==> src/rtl/supv_pkg.sv <==
package supv_pkg;
    typedef enum logic [2:0] {
        ST_POR      = 3'd0,
        ST_RUN      = 3'd1,
        ST_PULSE_LO = 3'd2,
        ST_PULSE_HI = 3'd3,
        ST_SLEEP    = 3'd4
    } supv_state_e;
endpackage

==> src/rtl/supv_wdog_mon.sv <==
module supv_wdog_mon #(
    parameter int TO_TICKS = 130
) (
    input  logic clk_i,
    input  logic rst_ni,
    input  logic wdog_i,
    input  logic hold_i,
    output logic late_o
);
    localparam int CW = $clog2(TO_TICKS + 1);

    logic          s1_q, s2_q, s3_q;
    logic          edge_w;
    logic [CW-1:0] cnt_q;

    always_ff @(posedge clk_i) begin
        if (!rst_ni) begin
            s1_q <= 1'b0;
            s2_q <= 1'b0;
            s3_q <= 1'b0;
        end else begin
            s1_q <= wdog_i;
            s2_q <= s1_q;
            s3_q <= s2_q;
        end
    end

    assign edge_w = s2_q & ~s3_q;

    always_ff @(posedge clk_i) begin
        if (!rst_ni) begin
            cnt_q <= '0;
        end else if (hold_i) begin
            cnt_q <= CW'(TO_TICKS);
        end else if (edge_w) begin
            cnt_q <= '0;
        end else if (cnt_q != CW'(TO_TICKS)) begin
            cnt_q <= cnt_q + CW'(1);
        end
    end

    assign late_o = (cnt_q == CW'(TO_TICKS));


    edge_restart_chk: assert property (@(posedge clk_i) disable iff (!rst_ni)
        (edge_w && !hold_i) |=> !late_o);


    late_sticky_chk: assert property (@(posedge clk_i) disable iff (!rst_ni)
        (late_o && !edge_w) |=> late_o);
endmodule

==> src/rtl/supv_uv_filter.sv <==
module supv_uv_filter #(
    parameter int UV_TICKS = 250000
) (
    input  logic clk_i,
    input  logic rst_ni,
    input  logic pgood_i,
    output logic fault_o
);
    localparam int UW = $clog2(UV_TICKS + 1);

    logic [UW-1:0] cnt_q;

    always_ff @(posedge clk_i) begin
        if (!rst_ni) begin
            cnt_q <= '0;
        end else if (pgood_i) begin
            cnt_q <= '0;
        end else if (cnt_q != UW'(UV_TICKS)) begin
            cnt_q <= cnt_q + UW'(1);
        end
    end

    assign fault_o = (cnt_q == UW'(UV_TICKS));


    good_clears_chk: assert property (@(posedge clk_i) disable iff (!rst_ni)
        pgood_i |=> !fault_o);
endmodule

==> src/rtl/supv_ctrl.sv <==
module supv_ctrl
    import supv_pkg::*;
#(
    parameter int BASE_TICK    = 1000,
    parameter int TO_TICKS     = 130 * BASE_TICK,
    parameter int PULSE_TICKS  = 100 * BASE_TICK,
    parameter int POR_TICKS    = 475 * BASE_TICK,
    parameter int UV_TICKS     = 250000
) (
    input  logic clk_i,
    input  logic rst_ni,
    input  logic wdog_i,
    input  logic pgood_i,
    input  logic en_i,
    output logic sys_rst_no,
    output logic reg_en_o
);
    localparam int PH_MAX = (POR_TICKS > PULSE_TICKS) ? POR_TICKS : PULSE_TICKS;
    localparam int PW     = $clog2(PH_MAX + 1);

    supv_state_e   state_q, st_d;
    logic [PW-1:0] ph_q, ph_d;
    logic          wd_late;
    logic          uv_fault;
    logic          rst_q, en_q;

    supv_wdog_mon #(.TO_TICKS(TO_TICKS)) wdog_i0 (
        .clk_i  (clk_i),
        .rst_ni (rst_ni),
        .wdog_i (wdog_i),
        .hold_i (state_q == ST_SLEEP),
        .late_o (wd_late)
    );

    supv_uv_filter #(.UV_TICKS(UV_TICKS)) uv_i0 (
        .clk_i   (clk_i),
        .rst_ni  (rst_ni),
        .pgood_i (pgood_i),
        .fault_o (uv_fault)
    );

    always_ff @(posedge clk_i) begin
        if (!rst_ni) begin
            state_q <= ST_POR;
            ph_q    <= '0;
        end else begin
            state_q <= st_d;
            ph_q    <= ph_d;
        end
    end

    always_comb begin
        st_d = state_q;
        ph_d = ph_q;
        if (state_q != ST_SLEEP && !en_i && wd_late) begin
            st_d = ST_SLEEP;
            ph_d = '0;
        end else if (state_q != ST_SLEEP && uv_fault) begin
            st_d = ST_POR;
            ph_d = '0;
        end else begin
            unique case (state_q)
                ST_POR: begin
                    if (!pgood_i) begin
                        ph_d = '0;
                    end else if (ph_q == PW'(POR_TICKS - 1)) begin
                        if (!wd_late) begin
                            st_d = ST_RUN;
                            ph_d = '0;
                        end
                    end else begin
                        ph_d = ph_q + PW'(1);
                    end
                end
                ST_RUN: begin
                    if (wd_late) begin
                        st_d = ST_PULSE_LO;
                        ph_d = '0;
                    end
                end
                ST_PULSE_LO: begin
                    if (!wd_late) begin
                        st_d = ST_RUN;
                        ph_d = '0;
                    end else if (ph_q == PW'(PULSE_TICKS - 1)) begin
                        st_d = ST_PULSE_HI;
                        ph_d = '0;
                    end else begin
                        ph_d = ph_q + PW'(1);
                    end
                end
                ST_PULSE_HI: begin
                    if (!wd_late) begin
                        st_d = ST_RUN;
                        ph_d = '0;
                    end else if (ph_q == PW'(PULSE_TICKS - 1)) begin
                        st_d = ST_PULSE_LO;
                        ph_d = '0;
                    end else begin
                        ph_d = ph_q + PW'(1);
                    end
                end
                ST_SLEEP: begin
                    if (en_i) begin
                        st_d = ST_POR;
                        ph_d = '0;
                    end
                end
                default: begin
                    st_d = ST_POR;
                    ph_d = '0;
                end
            endcase
        end
    end

    always_ff @(posedge clk_i) begin
        if (!rst_ni) begin
            rst_q <= 1'b0;
            en_q  <= 1'b1;
        end else begin
            rst_q <= (st_d == ST_RUN) || (st_d == ST_PULSE_HI);
            en_q  <= (st_d != ST_SLEEP);
        end
    end

    assign sys_rst_no = rst_q;
    assign reg_en_o   = en_q;


    enable_forces_on_chk: assert property (@(posedge clk_i) disable iff (!rst_ni)
        en_i |=> reg_en_o);


    sleep_holds_chk: assert property (@(posedge clk_i) disable iff (!rst_ni)
        (state_q == ST_SLEEP && !en_i) |=> (!reg_en_o && !sys_rst_no));


    uv_forces_reset_chk: assert property (@(posedge clk_i) disable iff (!rst_ni)
        (uv_fault && state_q != ST_SLEEP) |=> !sys_rst_no);


    por_release_chk: assert property (@(posedge clk_i) disable iff (!rst_ni)
        ($rose(sys_rst_no) && $past(state_q) == ST_POR) |-> ($past(pgood_i) && !$past(wd_late)));
endmodule

==> config.mk <==
export PLATFORM = sky130hd
export DESIGN_NAME = supv_ctrl
export DESIGN_NICKNAME = d
export VERILOG_FILES = /design/src/rtl/supv_pkg.sv /design/src/rtl/supv_wdog_mon.sv /design/src/rtl/supv_uv_filter.sv /design/src/rtl/supv_ctrl.sv
export SDC_FILE = /design/constraint.sdc
export NUM_CORES = 1
export LEC_CHECK = 0
export CORE_MARGIN = 2
export CORE_UTILIZATION = 50
export DETAILED_ROUTE_END_ITERATION = 8
export GPL_TIMING_DRIVEN = 1
export HOLD_SLACK_MARGIN = 0.02
export PLACE_DENSITY = 0.66
export SYNTH_ARGS = -nofsm -noshare
export SYNTH_HDL_FRONTEND = slang
export SYNTH_HIERARCHICAL = 1
export SYNTH_SLANG_ARGS = --single-unit
==> constraint.sdc <==
create_clock -name clk_i -period 3.2 [get_ports clk_i]
set_input_delay 0.48 -clock clk_i [delete_from_list [all_inputs] [get_ports clk_i]]
set_output_delay 0.48 -clock clk_i [all_outputs]
set_load 0.03 [all_outputs]
* After elaboration in Yosys (flattened, before gate mapping) *
Cells that the tools add are included.

word-level totals
  register bits after elaboration = 62
  input port bits = 5
  output and inout bits = 2
  logic and storage cells = 68

cells by class
  add/subtract/negate cells = 3
  eq/ne operators = 17
  mux-type cells = 23
  bitwise logic cells = 3
  reduce and logical (&&, ||, !) cells = 12

operators with widths
  cell                                                                      count
  19-bit two-way mux                                                        7
  19-bit one-hot mux with 4 select lines                                    1
  17-bit two-way mux                                                        3
  3-bit two-way mux                                                         11
  19-bit by 1-bit adder with 19-bit output (second input constant)          1
  19-bit by 17-bit equality test with 1-bit output (second input constant)  1
  19-bit equality test (second input constant)                              1
  18-bit by 1-bit adder with 18-bit output (second input constant)          1
  18-bit equality test (second input constant)                              1
  18-bit inequality test (second input constant)                            1
  17-bit by 1-bit adder with 17-bit output (second input constant)          1
  17-bit equality test (second input constant)                              1
  17-bit inequality test (second input constant)                            1
  3-bit one-hot mux with 5 select lines                                     1
  3-bit by 2-bit equality test with 1-bit output (second input constant)    3
  3-bit by 1-bit equality test with 1-bit output (second input constant)    2
  3-bit inequality test (second input constant)                             2
  3-bit OR reduction                                                        2
  2-bit inequality test (second input constant)                             2
  4-bit inequality test (second input constant)                             1
  2-bit OR reduction                                                        2
  3-bit equality test (second input constant)                               1
  1-bit logical AND                                                         3
  3-bit logical NOT                                                         1
  6 further kinds                                                           7

* Longest topological paths before layout *
Gate-level depths: netlist of run 1.

  depth after elaboration = 9
  mapped depth = 13
  depth with buffers taken out = 10

* By module *
The synthesis of run 1 kept the hierarchy.

modules (own cells, without submodules)
  module          times used  cells an instance  area an instance (µm²)  seq. area each (µm²)
  supv_ctrl       1           149                1281.2                  480.5
  supv_wdog_mon   1           105                933.4                   400.4
  supv_uv_filter  1           110                930.9                   360.3

* Worst setup path before layout of run 1 *
No wires, ideal clock.

  path kind = register -> register
  start point = reg wdog_i0.cnt_q[0]
  end point = reg ph_q[12]
  setup time = 0.115 ns
  arrival time = 2.554 ns
  data required time = 3.085 ns
  setup slack = 0.531 ns
  stages on the path, launching flop included = 14
  buffers on the path = 3
  period minus slack after synthesis = 2.669 ns
  path through = dfxtp_1 inv_1 ha_1 nand4bb_1 or4_1 buf_2 inv_2 nor4b_1 or2_1 buf_6 a31o_4 o31ai_4 buf_6 nor2_1

between the ends
  cells in the longest elaborated chain, start to end = 3
  elaborated cells between the ends (all ways) = 8
  classes of those cells = 3 x eq/ne; 2 x mux; 3 x reduce/logical

RTL lines
  item                                                                  line                 RTL
  start, declared                                                       supv_wdog_mon.sv:14  logic [CW-1:0] cnt_q;
  start signal, assigned                                                supv_wdog_mon.sv:34  cnt_q <= CW'(TO_TICKS);
  start signal, assigned                                                supv_wdog_mon.sv:38  cnt_q <= cnt_q + CW'(1);
  17-bit equality test (*)                                              supv_wdog_mon.sv:42  assign late_o = (cnt_q == CW'(TO_TICKS));
  named net wd_late                                                     supv_ctrl.sv:23      logic wd_late;
  4-bit inequality test (no source line), or another cell as far along  -
  3-bit AND reduction (no source line), or another cell as far along    -
  end signal, assigned                                                  supv_ctrl.sv:48      ph_q <= ph_d;
  end, declared                                                         supv_ctrl.sv:22      logic [PW-1:0] ph_q, ph_d;

Mark *: on every way through the listed nets, which the timed path passes. The rest lies on a longest branch.
A chain may end at the register's enable or synchronous reset.

* Worst setup path in the final report of run 1 *
  start point = reg wdog_i0.cnt_q[0]
  end point = reg ph_q[14]

Same word-level chain as after synthesis.

==> results of run 1 <==
## logic make-up after synthesis
| family | share of synthesized area [%] |
|---|---|
| simple gates | 34.0 |
| xor+xnor | 11.7 |
| flops | 39.5 |
| buf+inv | 4.57 |
| mux | 0.318 |
| fa+ha+maj | 1.99 |
| compound gates | 7.92 |
## layer usage
layer  up-vias  routed length (µm)  global-route usage, %
li1       1301                   -                      -
met3        10                 196                   6.26
met2        38                2880                   29.0
met1      1200                3070                   25.1
met4         0                  88                   6.26
met5         -                   0                      0
## cell usage in the layout, fill, tap and decap left out, types with 4 or more instances in the layout
master,instances
sky130_fd_sc_hd__nand2b_1,6
sky130_fd_sc_hd__nand4_1,18
sky130_fd_sc_hd__o21ai_0,17
sky130_fd_sc_hd__or3_1,5
sky130_fd_sc_hd__nand2_1,20
sky130_fd_sc_hd__nand3_1,21
sky130_fd_sc_hd__xor2_1,14
sky130_fd_sc_hd__clkbuf_8,12
sky130_fd_sc_hd__and2_1,7
sky130_fd_sc_hd__nor3_1,14
sky130_fd_sc_hd__a21oi_1,14
sky130_fd_sc_hd__nor2_1,41
sky130_fd_sc_hd__nor4_1,14
sky130_fd_sc_hd__clkdlybuf4s50_1,6
sky130_fd_sc_hd__ha_1,5
sky130_fd_sc_hd__inv_1,14
sky130_fd_sc_hd__and3_1,4
sky130_fd_sc_hd__dfxtp_1,62
sky130_fd_sc_hd__nor4b_1,7
sky130_fd_sc_hd__nor2b_1,5
sky130_fd_sc_hd__and4_1,4
sky130_fd_sc_hd__xnor2_1,28
## cells in the mapped netlist (5+ instances only)
master,instances
sky130_fd_sc_hd__or3_1,5
sky130_fd_sc_hd__nor2_1,41
sky130_fd_sc_hd__nand2b_1,6
sky130_fd_sc_hd__nor4b_1,7
sky130_fd_sc_hd__nand2_1,20
sky130_fd_sc_hd__inv_1,14
sky130_fd_sc_hd__a21oi_1,14
sky130_fd_sc_hd__nand4_1,18
sky130_fd_sc_hd__xnor2_1,28
sky130_fd_sc_hd__dfxtp_1,62
sky130_fd_sc_hd__nand3_1,21
sky130_fd_sc_hd__nor2b_1,5
sky130_fd_sc_hd__ha_1,5
sky130_fd_sc_hd__nor3_1,14
sky130_fd_sc_hd__o21ai_0,17
sky130_fd_sc_hd__nor4_1,14
sky130_fd_sc_hd__xor2_1,14
sky130_fd_sc_hd__and2_1,7
## power breakdown
part	internal (mW)	leakage (nW)	switching (mW)	total, mW
clock	0.335	0.0914	0.276	0.610
sequential	0.779	0.501	0.00809	0.787
combinational	0.0179	0.501	0.0256	0.0435
total	1.13	1.09	0.309	1.44
## flip-flops by register name, indices dropped and copies added, names as in the netlist
| register | count |
|---|---|
| ph_q | 19 |
| uv_i0/cnt_q | 18 |
| wdog_i0/cnt_q | 17 |
| state_q | 3 |
| reg_en_o | 1 |
| sys_rst_no | 1 |
| wdog_i0/s1_q | 1 |
| wdog_i0/s2_q | 1 |
| wdog_i0/s3_q | 1 |
## final timing paths
path         slack (ns)  cells after the start        startpoint           end
max                0.31                     11  wdog_i0/cnt_q[0]      ph_q[14]
min                0.44                      1      wdog_i0/s1_q  wdog_i0/s2_q
max reg2reg        0.31                     11  wdog_i0/cnt_q[0]      ph_q[14]
min reg2reg        0.44                      1      wdog_i0/s1_q  wdog_i0/s2_q
## final cells by class
type | instances | area share, %
inverters | 15 | 1.66
multi-input cells | 274 | 51.8
well taps | 75 | 2.76
flip-flops and latches | 62 | 36.5
clock inverters | 1 | 0.147
repair buffers | 8 | 2.21
clock buffers | 13 | 4.97
## worst reg2reg max path, stage by stage, from the launching register on
cell and delay [ns]:
sky130_fd_sc_hd__dfxtp_1 0.35, sky130_fd_sc_hd__inv_1 0.08, sky130_fd_sc_hd__ha_1 0.15, sky130_fd_sc_hd__nand4bb_1 0.11
sky130_fd_sc_hd__or4_1 0.66, sky130_fd_sc_hd__inv_2 0.15, sky130_fd_sc_hd__nor4b_1 0.07, sky130_fd_sc_hd__or2_1 0.34
sky130_fd_sc_hd__a31o_4 0.29, sky130_fd_sc_hd__o31ai_4 0.24, sky130_fd_sc_hd__buf_4 0.26, sky130_fd_sc_hd__nor2_1 0.08
## through the flow
stage | cells | area, µm²
2_1_floorplan | 364 | 3150
3_3_place_gp | 434 | 3230
3_5_place_dp | 434 | 3230
4_1_cts | 448 | 3400
5_1_grt | 448 | 3400
6_report | 448 | 3400
==> report_table.html, run 1 <==
<table>
<tr><th>Metric</th><th>Value</th></tr>
<tr><th colspan="2">Layout</th></tr>
<tr><td>Layout Area Growth over Synthesis</td><td>8.11%</td></tr>
<tr><td>Total inserted antenna cells</td><td>0</td></tr>
<tr><td>Number of nets in the final layout</td><td>380</td></tr>
<tr><td>Layout cell share with drive strength beyond 1</td><td>6.97%</td></tr>
<tr><td>Post-route core utilization</td><td>56.8%</td></tr>
<tr><td>Filler cells</td><td>567</td></tr>
<tr><td>Sequential cell area</td><td>1240 µm²</td></tr>
<tr><td>Area occupied by multi-input gates</td><td>1760 µm²</td></tr>
<tr><th colspan="2">Synth</th></tr>
<tr><td>Cell area after synthesis</td><td>3150 µm²</td></tr>
<tr><td>Syn. warnings</td><td>6</td></tr>
<tr><td>Area fraction of the dominant cell type after synthesis</td><td>39.5%</td></tr>
<tr><td>Synth area leader</td><td>sky130_fd_sc_hd__dfxtp_1</td></tr>
<tr><td>Number of distinct standard cells referenced by the synthesized netlist</td><td>44</td></tr>
<tr><td>Ys flop type</td><td>sky130_fd_sc_hd__dfxtp_1</td></tr>
<tr><td>Gate count after technology mapping</td><td>364</td></tr>
<tr><td>Register bit total from synthesis</td><td>62</td></tr>
<tr><td>Synthesized net count</td><td>374</td></tr>
<tr><td>Number of enable-type register cells in the synthesized netlist</td><td>0</td></tr>
<tr><td>Sequential cell area fraction in the yosys report</td><td>39.5%</td></tr>
<tr><td>Share of flip-flops with an asynchronous set or reset after synthesis</td><td>0%</td></tr>
<tr><td>Leading post-synthesis cells by cell area</td><td>sky130_fd_sc_hd__dfxtp_1 (39%), sky130_fd_sc_hd__xnor2_1 (7.8%), sky130_fd_sc_hd__nor2_1 (4.9%)</td></tr>
<tr><td>Mean area per synthesized cell</td><td>8.64 µm²</td></tr>
<tr><th colspan="2">Run</th></tr>
<tr><td>Number of maximum-capacitance violations</td><td>0</td></tr>
<tr><th colspan="2">Route</th></tr>
<tr><td>Detailed-route wire length per cell</td><td>13.9 µm</td></tr>
<tr><td>Final routed DRC violation total</td><td>0</td></tr>
<tr><td>Overall via count from detail_route</td><td>2,549</td></tr>
<tr><td>First-pass iteration count of the detailed router</td><td>4</td></tr>
<tr><td>DRT iter0 DRCs</td><td>140</td></tr>
<tr><td>Antenna-violating nets left</td><td>0</td></tr>
<tr><td>Via density</td><td>5.69</td></tr>
<tr><td>Routed WL</td><td>6.23 mm</td></tr>
<tr><th colspan="2">CTS</th></tr>
<tr><td>Total number of H-tree levels</td><td>3</td></tr>
<tr><td>Post-CTS sizing</td><td>0</td></tr>
<tr><td>Count of hold buffers inserted by post-cts repair</td><td>0</td></tr>
<tr><td>Number of buffers created by CTS</td><td>9</td></tr>
<tr><td>Clock-pin slew of the registers on the worst-case setup and hold paths</td><td>0.06 ns</td></tr>
<tr><td>Setup repair bufs after CTS</td><td>0</td></tr>
<tr><td>Clock tree from TritonCTS</td><td>built</td></tr>
<tr><td>Number of buffers on the longest clock path</td><td>2</td></tr>
<tr><td>Clock latency on the worst-skew pair</td><td>0.34 ns</td></tr>
<tr><td>Number of sinks driven by the clock tree</td><td>62</td></tr>
<tr><td>CTS root buf</td><td>sky130_fd_sc_hd__clkbuf_8</td></tr>
<tr><th colspan="2">STA</th></tr>
<tr><td>Hold slack</td><td>0.440 ns</td></tr>
<tr><td>Fin crit period</td><td>2.89 ns</td></tr>
<tr><td>Final count of pins violating max slew</td><td>0</td></tr>
<tr><td>Least-Margin Pin Slew</td><td>0.714 ns</td></tr>
<tr><td>Sum of negative setup slack</td><td>0 ns</td></tr>
<tr><td>Tightest slew margin relative to the limit</td><td>52.4%</td></tr>
<tr><td>Crit share post-route</td><td>90.2%</td></tr>
<tr><td>Setup repair after global routing missed its margin</td><td>no</td></tr>
<tr><td>Setup clock skew after layout</td><td>0.00775 ns</td></tr>
<tr><td>Final setup vio count</td><td>0</td></tr>
<tr><td>Least setup slack across all paths after layout</td><td>0.313 ns</td></tr>
<tr><td>Max frequency</td><td>0.346 GHz</td></tr>
<tr><td>Final Hold Fails</td><td>0</td></tr>
<tr><th colspan="2">Pwr</th></tr>
<tr><td>Pleak</td><td>1.09 nW</td></tr>
<tr><td>Overall power consumption</td><td>1.44 mW</td></tr>
<tr><td>Power per Cell Area</td><td>424 nW/µm²</td></tr>
<tr><td>Max IR drop VDD</td><td>229 µV</td></tr>
<tr><th colspan="2">Floorplanning</th></tr>
<tr><td>Placeable core area</td><td>5990 µm²</td></tr>
<tr><td>Floorplan die height</td><td>83.3 µm</td></tr>
<tr><td>Die Area</td><td>6940 µm²</td></tr>
<tr><td>Die Wd</td><td>83.3 µm</td></tr>
<tr><td>I/O pin cnt</td><td>7</td></tr>
<tr><td>Count of standard-cell rows</td><td>28</td></tr>
<tr><td>Initial core utilization</td><td>52.5%</td></tr>
<tr><th colspan="2">Critical path</th></tr>
<tr><td>Crit Path Class</td><td>register to register</td></tr>
<tr><td>Arrival time at the worst endpoint</td><td>3.11 ns</td></tr>
<tr><td>Largest incremental delay on the critical path</td><td>0.66 ns</td></tr>
<tr><td>CP max FO</td><td>18</td></tr>
<tr><td>Element type at the critical path start</td><td>register</td></tr>
<tr><td>Cells along the critical path</td><td>inv_1, ha_1, nand4bb_1, or4_1, inv_2, nor4b_1, or2_1, a31o_4, o31ai_4, buf_4, nor2_1</td></tr>
<tr><td>Required time reported for the critical path endpoint</td><td>3.42 ns</td></tr>
<tr><td>Crit end category</td><td>register</td></tr>
<tr><td>Family with the most delay on the worst path</td><td>simple AND/OR/NAND/NOR gates</td></tr>
<tr><td>Highest-delay cell along the critical path</td><td>sky130_fd_sc_hd__or4_1</td></tr>
<tr><td>Count of buffer and inverter cells on the critical path</td><td>3</td></tr>
<tr><th colspan="2">Global routing</th></tr>
<tr><td>First-pass GRT wire length</td><td>10.7 mm</td></tr>
<tr><td>Remaining global-route overflow</td><td>0</td></tr>
<tr><td>Via count of the first global-routing pass</td><td>2,299</td></tr>
<tr><td>Global-route usage over all layers</td><td>18.9%</td></tr>
<tr><td>Pin count of the biggest net entering global routing</td><td>19</td></tr>
<tr><td>Number of antenna violations at the first check in global routing</td><td>0</td></tr>
<tr><th colspan="2">Place</th></tr>
<tr><td>Post-placement worst setup slack</td><td>0.324 ns</td></tr>
<tr><td>Number of buffer cells added on primary ports</td><td>6</td></tr>
<tr><td>Total half-perimeter wirelength after legalization and detailed placement</td><td>4.36 mm</td></tr>
<tr><td>Last weighted congestion value of the routability-driven placer</td><td>0.767</td></tr>
<tr><th colspan="2">Min path</th></tr>
<tr><td>Type of the worst min-delay path</td><td>register to register</td></tr>
<tr><th colspan="2">Run status</th></tr>
<tr><td>Status</td><td>finished clean</td></tr>
</table>
(Power assumes the default switching activity.)
==> inputs of run 2 (changes only) <==
Settings changed: PLACE_DENSITY 0.66 to 0.69.
Clock period 3.2 ns to 2.5 ns, I/O delays scaled along.
==> report_table.html, run 2 (synthesis results as in run 1) <==
<table>
<tr><th>Metric</th><th>Value</th></tr>
<tr><th colspan="2">Layout</th></tr>
<tr><td>Number of nets in the final layout</td><td>391 (+2.9%)</td></tr>
<tr><td>Post-route design area</td><td>3550 µm² (+4.4%)</td></tr>
<tr><td>Final non-filler cell total</td><td>461 (+2.9%)</td></tr>
<tr><td>Largest registers in the final layout</td><td>ph_q: 19 flops, uv_i0/cnt_q: 18 flops, wdog_i0/cnt_q: 17 flops</td></tr>
<tr><td>Register with the most flip-flops</td><td>ph_q</td></tr>
<tr><td>Total inserted antenna cells</td><td>0 (unchanged)</td></tr>
<tr><td>Layout Area Growth over Synthesis</td><td>12.8%</td></tr>
<tr><td>Max FFs per register</td><td>19 (unchanged)</td></tr>
<tr><td>Layout cell share with drive strength beyond 1</td><td>12.4% (+5.5 points)</td></tr>
<tr><td>Commonest non-fill, non-tap cell in the layout</td><td>sky130_fd_sc_hd__dfxtp_1</td></tr>
<tr><td>Leading cell types in the layout, fill and taps excluded</td><td>sky130_fd_sc_hd__dfxtp_1 (61), sky130_fd_sc_hd__nor2_1 (41), sky130_fd_sc_hd__xnor2_1 (28)</td></tr>
<tr><th colspan="2">STA</th></tr>
<tr><td>Crit share post-route</td><td>94.2% (+4.0 points)</td></tr>
<tr><td>Fin crit period</td><td>2.36 ns (-0.532 ns)</td></tr>
<tr><td>Setup repair after global routing missed its margin</td><td>yes</td></tr>
<tr><td>Setup clock skew after layout</td><td>0.0105 ns (+0.00276 ns)</td></tr>
<tr><td>Least-Margin Pin Slew</td><td>0.705 ns (-0.00917 ns)</td></tr>
<tr><td>Final count of pins violating max slew</td><td>0 (unchanged)</td></tr>
<tr><td>Least setup slack across all paths after layout</td><td>0.145 ns (-0.168 ns)</td></tr>
<tr><td>Final Hold Fails</td><td>0 (unchanged)</td></tr>
<tr><td>Hold slack</td><td>0.449 ns (+0.00969 ns)</td></tr>
<tr><td>Tightest slew margin relative to the limit</td><td>53.0% (+0.61 points)</td></tr>
<tr><td>Final setup vio count</td><td>0 (unchanged)</td></tr>
<tr><td>Max frequency</td><td>0.425 GHz (+23%)</td></tr>
<tr><td>Sum of negative setup slack</td><td>0 ns (unchanged)</td></tr>
<tr><th colspan="2">Floorplanning</th></tr>
<tr><td>I/O pin cnt</td><td>7 (unchanged)</td></tr>
<tr><td>Placeable core area</td><td>5990 µm² (unchanged)</td></tr>
<tr><td>Count of standard-cell rows</td><td>28 (unchanged)</td></tr>
<tr><td>Die Area</td><td>6940 µm² (unchanged)</td></tr>
<tr><td>Die Wd</td><td>83.3 µm (unchanged)</td></tr>
<tr><td>Initial core utilization</td><td>52.5% (unchanged)</td></tr>
<tr><td>Floorplan die height</td><td>83.3 µm (unchanged)</td></tr>
<tr><th colspan="2">Run status</th></tr>
<tr><td>Status</td><td>finished clean</td></tr>
<tr><th colspan="2">Critical path</th></tr>
<tr><td>Launch instance of the worst register-to-register path</td><td>wdog_i0/cnt_q[0]</td></tr>
<tr><td>WP depth</td><td>11 (unchanged)</td></tr>
<tr><td>Largest incremental delay on the critical path</td><td>0.54 ns (-0.12 ns)</td></tr>
<tr><td>Crit end category</td><td>register</td></tr>
<tr><td>Depth of the worst register-to-register path</td><td>11 (unchanged)</td></tr>
<tr><td>Highest-delay cell along the critical path</td><td>sky130_fd_sc_hd__or4_4</td></tr>
<tr><td>Source of the critical timing path</td><td>wdog_i0/cnt_q[0]</td></tr>
<tr><td>Worst R2R Setup Slack</td><td>0.14 ns (-0.17 ns)</td></tr>
<tr><td>Cells along the critical path</td><td>inv_1, ha_1, nand4bb_1, or4_4, inv_4, nor4b_2, or2_1, buf_4, nor4_4, xnor2_1, nor2_1</td></tr>
<tr><td>Count of buffer and inverter cells on the critical path</td><td>3 (unchanged)</td></tr>
<tr><td>Crit Path Class</td><td>register to register</td></tr>
<tr><td>Endpoint of the most critical register-to-register path</td><td>ph_q[12]</td></tr>
<tr><td>Family with the most delay on the worst path</td><td>simple AND/OR/NAND/NOR gates</td></tr>
<tr><td>Required time reported for the critical path endpoint</td><td>2.74 ns (-0.68 ns)</td></tr>
<tr><td>Crit path to</td><td>ph_q[12]</td></tr>
<tr><td>CP max FO</td><td>9 (-9)</td></tr>
<tr><td>Arrival time at the worst endpoint</td><td>2.59 ns (-0.52 ns)</td></tr>
<tr><td>Element type at the critical path start</td><td>register</td></tr>
<tr><th colspan="2">Pwr</th></tr>
<tr><td>Combinational share of power</td><td>3.6% (+0.6 points)</td></tr>
<tr><td>Switching power as a share of total power</td><td>24.7% (+3.3 points)</td></tr>
<tr><td>Seq pwr share</td><td>54.5% (about the same)</td></tr>
<tr><td>Pleak</td><td>1.15 nW (+5.2%)</td></tr>
<tr><td>Max IR drop VDD</td><td>504 µV (+120%)</td></tr>
<tr><td>Net switching component of the power</td><td>0.455 mW (+47%)</td></tr>
<tr><td>Clock network fraction of total power</td><td>42.0% (-0.4 points)</td></tr>
<tr><td>Power per Cell Area</td><td>519 nW/µm² (+22%)</td></tr>
<tr><td>Cell-internal power</td><td>1.39 mW (+22%)</td></tr>
<tr><th colspan="2">Route</th></tr>
<tr><td>Detailed-route wire length per cell</td><td>13.4 µm (-3.9%)</td></tr>
<tr><td>First-pass iteration count of the detailed router</td><td>4 (unchanged)</td></tr>
<tr><td>Final routed DRC violation total</td><td>0 (unchanged)</td></tr>
<tr><td>Routed WL</td><td>6.16 mm (-1.1%)</td></tr>
<tr><td>Via density</td><td>5.66 (-0.53%)</td></tr>
<tr><td>Overall via count from detail_route</td><td>2,609 (+2.4%)</td></tr>
<tr><td>Antenna-violating nets left</td><td>0 (unchanged)</td></tr>
<tr><td>DRT iter0 DRCs</td><td>112 (-20%)</td></tr>
<tr><th colspan="2">CTS</th></tr>
<tr><td>Clock-pin slew of the registers on the worst-case setup and hold paths</td><td>0.08 ns (+0.02 ns)</td></tr>
<tr><td>Number of sinks driven by the clock tree</td><td>62 (unchanged)</td></tr>
<tr><td>CTS root buf</td><td>sky130_fd_sc_hd__clkbuf_8</td></tr>
<tr><td>Clock latency on the worst-skew pair</td><td>0.34 ns (about the same)</td></tr>
<tr><td>Total number of H-tree levels</td><td>3 (unchanged)</td></tr>
<tr><td>Number of buffers created by CTS</td><td>9 (unchanged)</td></tr>
<tr><td>Number of buffers on the longest clock path</td><td>2 (unchanged)</td></tr>
<tr><td>Clock tree from TritonCTS</td><td>built</td></tr>
<tr><th colspan="2">Global routing</th></tr>
<tr><td>Via count of the first global-routing pass</td><td>2,451 (+6.6%)</td></tr>
<tr><td>Global-route usage over all layers</td><td>18.9% (about the same)</td></tr>
<tr><td>Pin count of the biggest net entering global routing</td><td>19 (unchanged)</td></tr>
<tr><td>Number of antenna violations at the first check in global routing</td><td>0 (unchanged)</td></tr>
<tr><td>First-pass GRT wire length</td><td>10.7 mm (-0.38%)</td></tr>
<tr><td>Remaining global-route overflow</td><td>0 (unchanged)</td></tr>
<tr><th colspan="2">Place</th></tr>
<tr><td>Last weighted congestion value of the routability-driven placer</td><td>0.818 (+6.7%)</td></tr>
<tr><td>Total half-perimeter wirelength after legalization and detailed placement</td><td>4.30 mm (-1.4%)</td></tr>
<tr><td>Total placed instance area</td><td>3330 µm² (+3.3%)</td></tr>
<tr><td>Inst Count DP</td><td>445 (+2.5%)</td></tr>
<tr><td>Post-placement worst setup slack</td><td>0.0262 ns (-0.298 ns)</td></tr>
<tr><td>Number of buffer cells added on primary ports</td><td>6 (unchanged)</td></tr>
<tr><th colspan="2">Min path</th></tr>
<tr><td>Type of the worst min-delay path</td><td>register to register</td></tr>
<tr><th colspan="2">Run</th></tr>
<tr><td>Number of maximum-capacitance violations</td><td>0 (unchanged)</td></tr>
</table>
## run 2: cell types whose count changed in the layout (fill, tap and decap cells not counted), moves of 2 or more
cell	delta
sky130_fd_sc_hd__buf_4	+10
sky130_fd_sc_hd__clkbuf_8	-3
sky130_fd_sc_hd__clkinvlp_4	+3
sky130_fd_sc_hd__nor4_1	-4
sky130_fd_sc_hd__nor4_2	+3
sky130_fd_sc_hd__nor4b_1	-2
sky130_fd_sc_hd__nor4b_2	+2
## run 2: final cells by class
type | instances | area, µm²
Sequential cell | 62 | 1240
Tap cell | 75 | 93.8
Multi-Input combinational cell | 274 | 1810
Clock buffer | 9 | 124
Inverter | 15 | 58.8
Timing Repair Buffer | 19 | 170
Fill cell | 534 | 2440
Clock inverter | 7 | 50.0
## run 2: routing by layer
metal	routed length [µm]	track usage, %	up-vias
met5	0	0	-
li1	-	-	1329
met4	142	9.99	0
met1	3070	23.8	1225
met2	2750	29.5	43
met3	204	5.27	12
## run 2: metrics by stage
| stage | utilization, % | power (mW) |
|---|---|---|
| 2_1_floorplan | - | 1.07 |
| 3_3_place_gp | 55.6 | 1.09 |
| 3_5_place_dp | 55.6 | 1.09 |
| 4_1_cts | 58.5 | 1.87 |
| 5_1_grt | 59.3 | 1.91 |
| 6_report | 59.3 | 1.84 |
## run 2: how the worst min path moves through the flow
stage	from	to	slack (ns)	cells after the start
after floorplan	wdog_i0/s1_q	wdog_i0/s2_q	0.41	1
after global placement	wdog_i0/s1_q	wdog_i0/s2_q	0.41	1
after detailed placement	wdog_i0/s1_q	wdog_i0/s2_q	0.43	1
after CTS	wdog_i0/s1_q	wdog_i0/s2_q	0.45	1
after global routing	wdog_i0/s1_q	wdog_i0/s2_q	0.48	1
final	wdog_i0/s1_q	wdog_i0/s2_q	0.45	1
## run 2: what timing repair did
| action | in CTS | in global routing |
|---|---|---|
| gates resized for setup | 0 | 7 |
| hold buffers | 0 | 0 |
| setup buffers | 0 | 0 |
| endpoints found under the setup margin | 0 | 18 |
## run 2: power groups by stage
| stage | clock network (mW) | registers, mW | logic [mW] |
|---|---|---|---|
| 2_1_floorplan | 0 | 1.03 | 0.0396 |
| 6_report | 0.772 | 1.00 | 0.0655 |
| 3_5_place_dp | 0 | 1.03 | 0.0658 |
| 5_1_grt | 0.833 | 1.00 | 0.0740 |
| 3_3_place_gp | 0 | 1.03 | 0.0643 |
| 4_1_cts | 0.800 | 1.00 | 0.0660 |
## run 2: worst register-to-register path, cell delays in order (launching register included)
cell and delay, ns:
sky130_fd_sc_hd__dfxtp_2 0.32, sky130_fd_sc_hd__inv_1 0.05, sky130_fd_sc_hd__ha_1 0.14, sky130_fd_sc_hd__nand4bb_1 0.10
sky130_fd_sc_hd__or4_4 0.54, sky130_fd_sc_hd__inv_4 0.10, sky130_fd_sc_hd__nor4b_2 0.05, sky130_fd_sc_hd__or2_1 0.24
sky130_fd_sc_hd__buf_4 0.19, sky130_fd_sc_hd__nor4_4 0.31, sky130_fd_sc_hd__xnor2_1 0.16, sky130_fd_sc_hd__nor2_1 0.05
==> inputs of run 3 (changes only) <==
Settings changed: SYNTH_HIERARCHICAL 1 to default.
==> report_table.html, run 3 <==
<table>
<tr><th>Metric</th><th>Value</th></tr>
<tr><th colspan="2">Run status</th></tr>
<tr><td>Status</td><td>finished clean</td></tr>
<tr><th colspan="2">Synth</th></tr>
<tr><td>Number of enable-type register cells in the synthesized netlist</td><td>0 (unchanged)</td></tr>
<tr><td>Ys flop type</td><td>sky130_fd_sc_hd__dfxtp_1</td></tr>
<tr><td>Number of distinct standard cells referenced by the synthesized netlist</td><td>55 (+25%)</td></tr>
<tr><td>Cell area after synthesis</td><td>3350 µm² (+6.6%)</td></tr>
<tr><td>Syn. warnings</td><td>0 (-6)</td></tr>
<tr><td>Cell with the most instances after synthesis</td><td>sky130_fd_sc_hd__dfxtp_1</td></tr>
<tr><td>Synthesized net count</td><td>421 (+13%)</td></tr>
<tr><td>Top cells by instance count after synthesis</td><td>sky130_fd_sc_hd__dfxtp_1 (62), sky130_fd_sc_hd__nor2_1 (34), sky130_fd_sc_hd__a21oi_1 (29)</td></tr>
<tr><td>Sequential cell area fraction in the yosys report</td><td>37.0% (-2.4 points)</td></tr>
<tr><td>Synth area leader</td><td>sky130_fd_sc_hd__dfxtp_1</td></tr>
<tr><td>Register bit total from synthesis</td><td>62 (unchanged)</td></tr>
<tr><td>Area fraction of the dominant cell type after synthesis</td><td>37.0% (-2.4 points)</td></tr>
<tr><td>Gate count after technology mapping</td><td>411 (+13%)</td></tr>
<tr><td>Share of flip-flops with an asynchronous set or reset after synthesis</td><td>0% (unchanged)</td></tr>
<tr><td>Mean area per synthesized cell</td><td>8.16 µm² (-5.6%)</td></tr>
<tr><td>Leading post-synthesis cells by cell area</td><td>sky130_fd_sc_hd__dfxtp_1 (37%), sky130_fd_sc_hd__a21oi_1 (4.3%), sky130_fd_sc_hd__nor2_1 (3.8%)</td></tr>
<tr><th colspan="2">CTS</th></tr>
<tr><td>Number of buffers created by CTS</td><td>9 (unchanged)</td></tr>
<tr><td>Clock tree from TritonCTS</td><td>built</td></tr>
<tr><td>CTS root buf</td><td>sky130_fd_sc_hd__clkbuf_8</td></tr>
<tr><td>Number of buffers on the longest clock path</td><td>2 (unchanged)</td></tr>
<tr><td>Total number of H-tree levels</td><td>3 (unchanged)</td></tr>
<tr><td>Count of hold buffers inserted by post-cts repair</td><td>0 (unchanged)</td></tr>
<tr><td>Clock-pin slew of the registers on the worst-case setup and hold paths</td><td>0.07 ns (about the same)</td></tr>
<tr><td>Number of sinks driven by the clock tree</td><td>62 (unchanged)</td></tr>
<tr><td>Clock latency on the worst-skew pair</td><td>0.34 ns (about the same)</td></tr>
<tr><th colspan="2">Critical path</th></tr>
<tr><td>Element type at the critical path start</td><td>register</td></tr>
<tr><td>Cells along the critical path</td><td>inv_2, ha_1, or4b_4, buf_4, o41ai_1, buf_4, nand2_1, o31a_1, a211oi_2</td></tr>
<tr><td>Family with the most delay on the worst path</td><td>compound AO/OA/AOI/OAI gates</td></tr>
<tr><td>Required time reported for the critical path endpoint</td><td>2.76 ns (+0.02 ns)</td></tr>
<tr><td>Crit Path Class</td><td>register to register</td></tr>
<tr><td>CP max FO</td><td>4 (-5)</td></tr>
<tr><td>Highest-delay cell along the critical path</td><td>sky130_fd_sc_hd__or4b_4</td></tr>
<tr><td>Arrival time at the worst endpoint</td><td>2.69 ns (+0.10 ns)</td></tr>
<tr><td>Cell with the most instances on the worst path</td><td>sky130_fd_sc_hd__buf_4</td></tr>
<tr><td>Crit end category</td><td>register</td></tr>
<tr><td>Depth of the worst register-to-register path</td><td>9 (-2)</td></tr>
<tr><td>WP depth</td><td>9 (-2)</td></tr>
<tr><td>Largest incremental delay on the critical path</td><td>0.45 ns (-0.09 ns)</td></tr>
<tr><td>Count of buffer and inverter cells on the critical path</td><td>3 (unchanged)</td></tr>
<tr><th colspan="2">Place</th></tr>
<tr><td>Number of buffer cells added on primary ports</td><td>6 (unchanged)</td></tr>
<tr><td>Post-placement worst setup slack</td><td>-0.0218 ns (-0.0480 ns)</td></tr>
<tr><td>Last weighted congestion value of the routability-driven placer</td><td>0.838 (+2.4%)</td></tr>
<tr><td>Total half-perimeter wirelength after legalization and detailed placement</td><td>5.32 mm (+24%)</td></tr>
<tr><td>Total placed instance area</td><td>3620 µm² (+8.8%)</td></tr>
<tr><th colspan="2">Route</th></tr>
<tr><td>Via density</td><td>6.02 (+6.4%)</td></tr>
<tr><td>Antenna-violating nets left</td><td>0 (unchanged)</td></tr>
<tr><td>First-pass iteration count of the detailed router</td><td>4 (unchanged)</td></tr>
<tr><td>Overall via count from detail_route</td><td>3,130 (+20%)</td></tr>
<tr><td>Final routed DRC violation total</td><td>0 (unchanged)</td></tr>
<tr><td>Routed WL</td><td>8.03 mm (+30%)</td></tr>
<tr><td>Detailed-route wire length per cell</td><td>15.4 µm (+16%)</td></tr>
<tr><td>DRT iter0 DRCs</td><td>167 (+49%)</td></tr>
<tr><th colspan="2">STA</th></tr>
<tr><td>Max frequency</td><td>0.411 GHz (-3.1%)</td></tr>
<tr><td>Setup repair after global routing missed its margin</td><td>yes</td></tr>
<tr><td>Least-Margin Pin Slew</td><td>0.712 ns (+0.00693 ns)</td></tr>
<tr><td>Crit share post-route</td><td>97.2% (+3.0 points)</td></tr>
<tr><td>Fin crit period</td><td>2.43 ns (+0.0756 ns)</td></tr>
<tr><td>Final count of pins violating max slew</td><td>0 (unchanged)</td></tr>
<tr><td>Final setup vio count</td><td>0 (unchanged)</td></tr>
<tr><td>Least setup slack across all paths after layout</td><td>0.0691 ns (-0.0756 ns)</td></tr>
<tr><td>Setup clock skew after layout</td><td>0.0134 ns (+0.00292 ns)</td></tr>
<tr><td>Final Hold Fails</td><td>0 (unchanged)</td></tr>
<tr><td>Tightest slew margin relative to the limit</td><td>52.1% (-0.90 points)</td></tr>
<tr><th colspan="2">Layout</th></tr>
<tr><td>Layout Area Growth over Synthesis</td><td>17.9%</td></tr>
<tr><td>Max FFs per register</td><td>19 (unchanged)</td></tr>
<tr><td>Filler cells</td><td>577 (+8.1%)</td></tr>
<tr><td>Number of nets in the final layout</td><td>449 (+15%)</td></tr>
<tr><td>Layout cell share with drive strength beyond 1</td><td>14.9% (+2.5 points)</td></tr>
<tr><td>Register with the most flip-flops</td><td>ph_q</td></tr>
<tr><td>Post-route design area</td><td>3950 µm² (+11%)</td></tr>
<tr><td>Commonest non-fill, non-tap cell in the layout</td><td>sky130_fd_sc_hd__dfxtp_1</td></tr>
<tr><td>Total inserted antenna cells</td><td>0 (unchanged)</td></tr>
<tr><td>Largest registers in the final layout</td><td>ph_q: 19 flops, uv_i0.cnt_q: 18 flops, wdog_i0.cnt_q: 17 flops</td></tr>
<tr><td>Leading cell types in the layout, fill and taps excluded</td><td>sky130_fd_sc_hd__dfxtp_1 (61), sky130_fd_sc_hd__nor2_1 (34), sky130_fd_sc_hd__a21oi_1 (29)</td></tr>
<tr><th colspan="2">Floorplanning</th></tr>
<tr><td>Floorplan die height</td><td>85.9 µm (+3.1%)</td></tr>
<tr><td>Count of standard-cell rows</td><td>29 (+3.6%)</td></tr>
<tr><td>Initial core utilization</td><td>52.2% (-0.30 points)</td></tr>
<tr><td>Die Wd</td><td>85.9 µm (+3.1%)</td></tr>
<tr><td>I/O pin cnt</td><td>7 (unchanged)</td></tr>
<tr><td>Die Area</td><td>7380 µm² (+6.3%)</td></tr>
<tr><td>Placeable core area</td><td>6420 µm² (+7.2%)</td></tr>
<tr><th colspan="2">Global routing</th></tr>
<tr><td>Pin count of the biggest net entering global routing</td><td>21 (+2)</td></tr>
<tr><td>First-pass GRT wire length</td><td>13.4 mm (+26%)</td></tr>
<tr><td>Global-route usage over all layers</td><td>22.7% (+3.7 points)</td></tr>
<tr><td>Number of antenna violations at the first check in global routing</td><td>0 (unchanged)</td></tr>
<tr><td>Remaining global-route overflow</td><td>0 (unchanged)</td></tr>
<tr><td>Via count of the first global-routing pass</td><td>2,959 (+21%)</td></tr>
<tr><th colspan="2">Min path</th></tr>
<tr><td>Number of cells on the worst hold path</td><td>1 (unchanged)</td></tr>
<tr><td>Type of the worst min-delay path</td><td>register to register</td></tr>
<tr><th colspan="2">Pwr</th></tr>
<tr><td>Overall power consumption</td><td>2.10 mW (+14%)</td></tr>
<tr><td>Power per Cell Area</td><td>531 nW/µm² (+2.4%)</td></tr>
<tr><td>Max IR drop VDD</td><td>412 µV (-18%)</td></tr>
<tr><td>Pleak</td><td>1.32 nW (+15%)</td></tr>
<tr><th colspan="2">Run</th></tr>
<tr><td>Number of maximum-capacitance violations</td><td>0 (unchanged)</td></tr>
</table>
-- run 3: logic make-up after synthesis --
kind of cell | share of synthesized area [%]
AND/OR/NAND/NOR | 28.8
AO/OA/AOI/OAI | 20.9
adder cells (fa/ha/maj) | 1.87
buffers and inverters | 5.04
XOR/XNOR | 6.01
multiplexers | 0.299
flip-flops | 37.0
-- run 3: final cells by class --
cell class,instances,area (µm²),share of cell area (%)
inverter,19,71.3,1.80
multi-input combinational,310,1970,49.7
clock inverter,4,70.1,1.77
clock buffer,11,151,3.83
sequential,62,1240,31.4
timing repair buffer,37,355,8.99
tap,77,96.3,2.44
-- run 3: worst reg2reg max path, delay by kind of cell (launching register included) --
| kind | cells | cell delay [ns] |
|---|---|---|
| flops | 1 | 0.33 |
| simple gates | 2 | 0.58 |
| fa+ha+maj | 1 | 0.12 |
| buf+inv | 3 | 0.38 |
| compound gates | 3 | 0.93 |
-- run 3: metrics by stage --
stage | util (%) | TNS [ns] | instances | hold WS [ns]
floorplan | - | 0 | 411 | 0.412
global placement | 56.4 | 0 | 499 | 0.414
detailed placement | 56.4 | -0.0219 | 499 | 0.430
CTS | 60.5 | 0 | 516 | 0.445
global route | 61.5 | -0.0234 | 520 | 0.459
finish | 61.5 | 0 | 520 | 0.438
-- run 3: path summary, 6_finish.rpt --
check              startpoint           end  slack [ns]
max reg2reg  wdog_i0.cnt_q[0]      ph_q[15]        0.07
min              wdog_i0.s1_q  wdog_i0.s2_q        0.44
max          wdog_i0.cnt_q[0]      ph_q[15]        0.07
min reg2reg      wdog_i0.s1_q  wdog_i0.s2_q        0.44
-- run 3: per-layer routing --
| metal | global-route usage (%) | vias up | routed length (µm) |
|---|---|---|---|
| li1 | - | 1572 | - |
| met1 | 29.5 | 1444 | 3760 |
| met2 | 36.3 | 101 | 3710 |
| met3 | 5.29 | 13 | 413 |
| met4 | 8.95 | 0 | 143 |
| met5 | 0 | - | 0 |
-- run 3: repair_timing --
| item | CTS | global route |
|---|---|---|
| buffers inserted | 1 | 3 |
| gates cloned | 1 | 1 |
| pin swaps | 2 | 0 |
| resized for setup | 3 | 11 |
| endpoints found under the setup margin | 7 | 22 |
-- run 3: power by group --
part | internal [mW] | switching [mW] | total, mW | leakage, nW
Combinational | 0.0473 | 0.0528 | 0.100 | 0.708
Clock | 0.607 | 0.388 | 0.995 | 0.115
Sequential | 0.997 | 0.00710 | 1.00 | 0.501
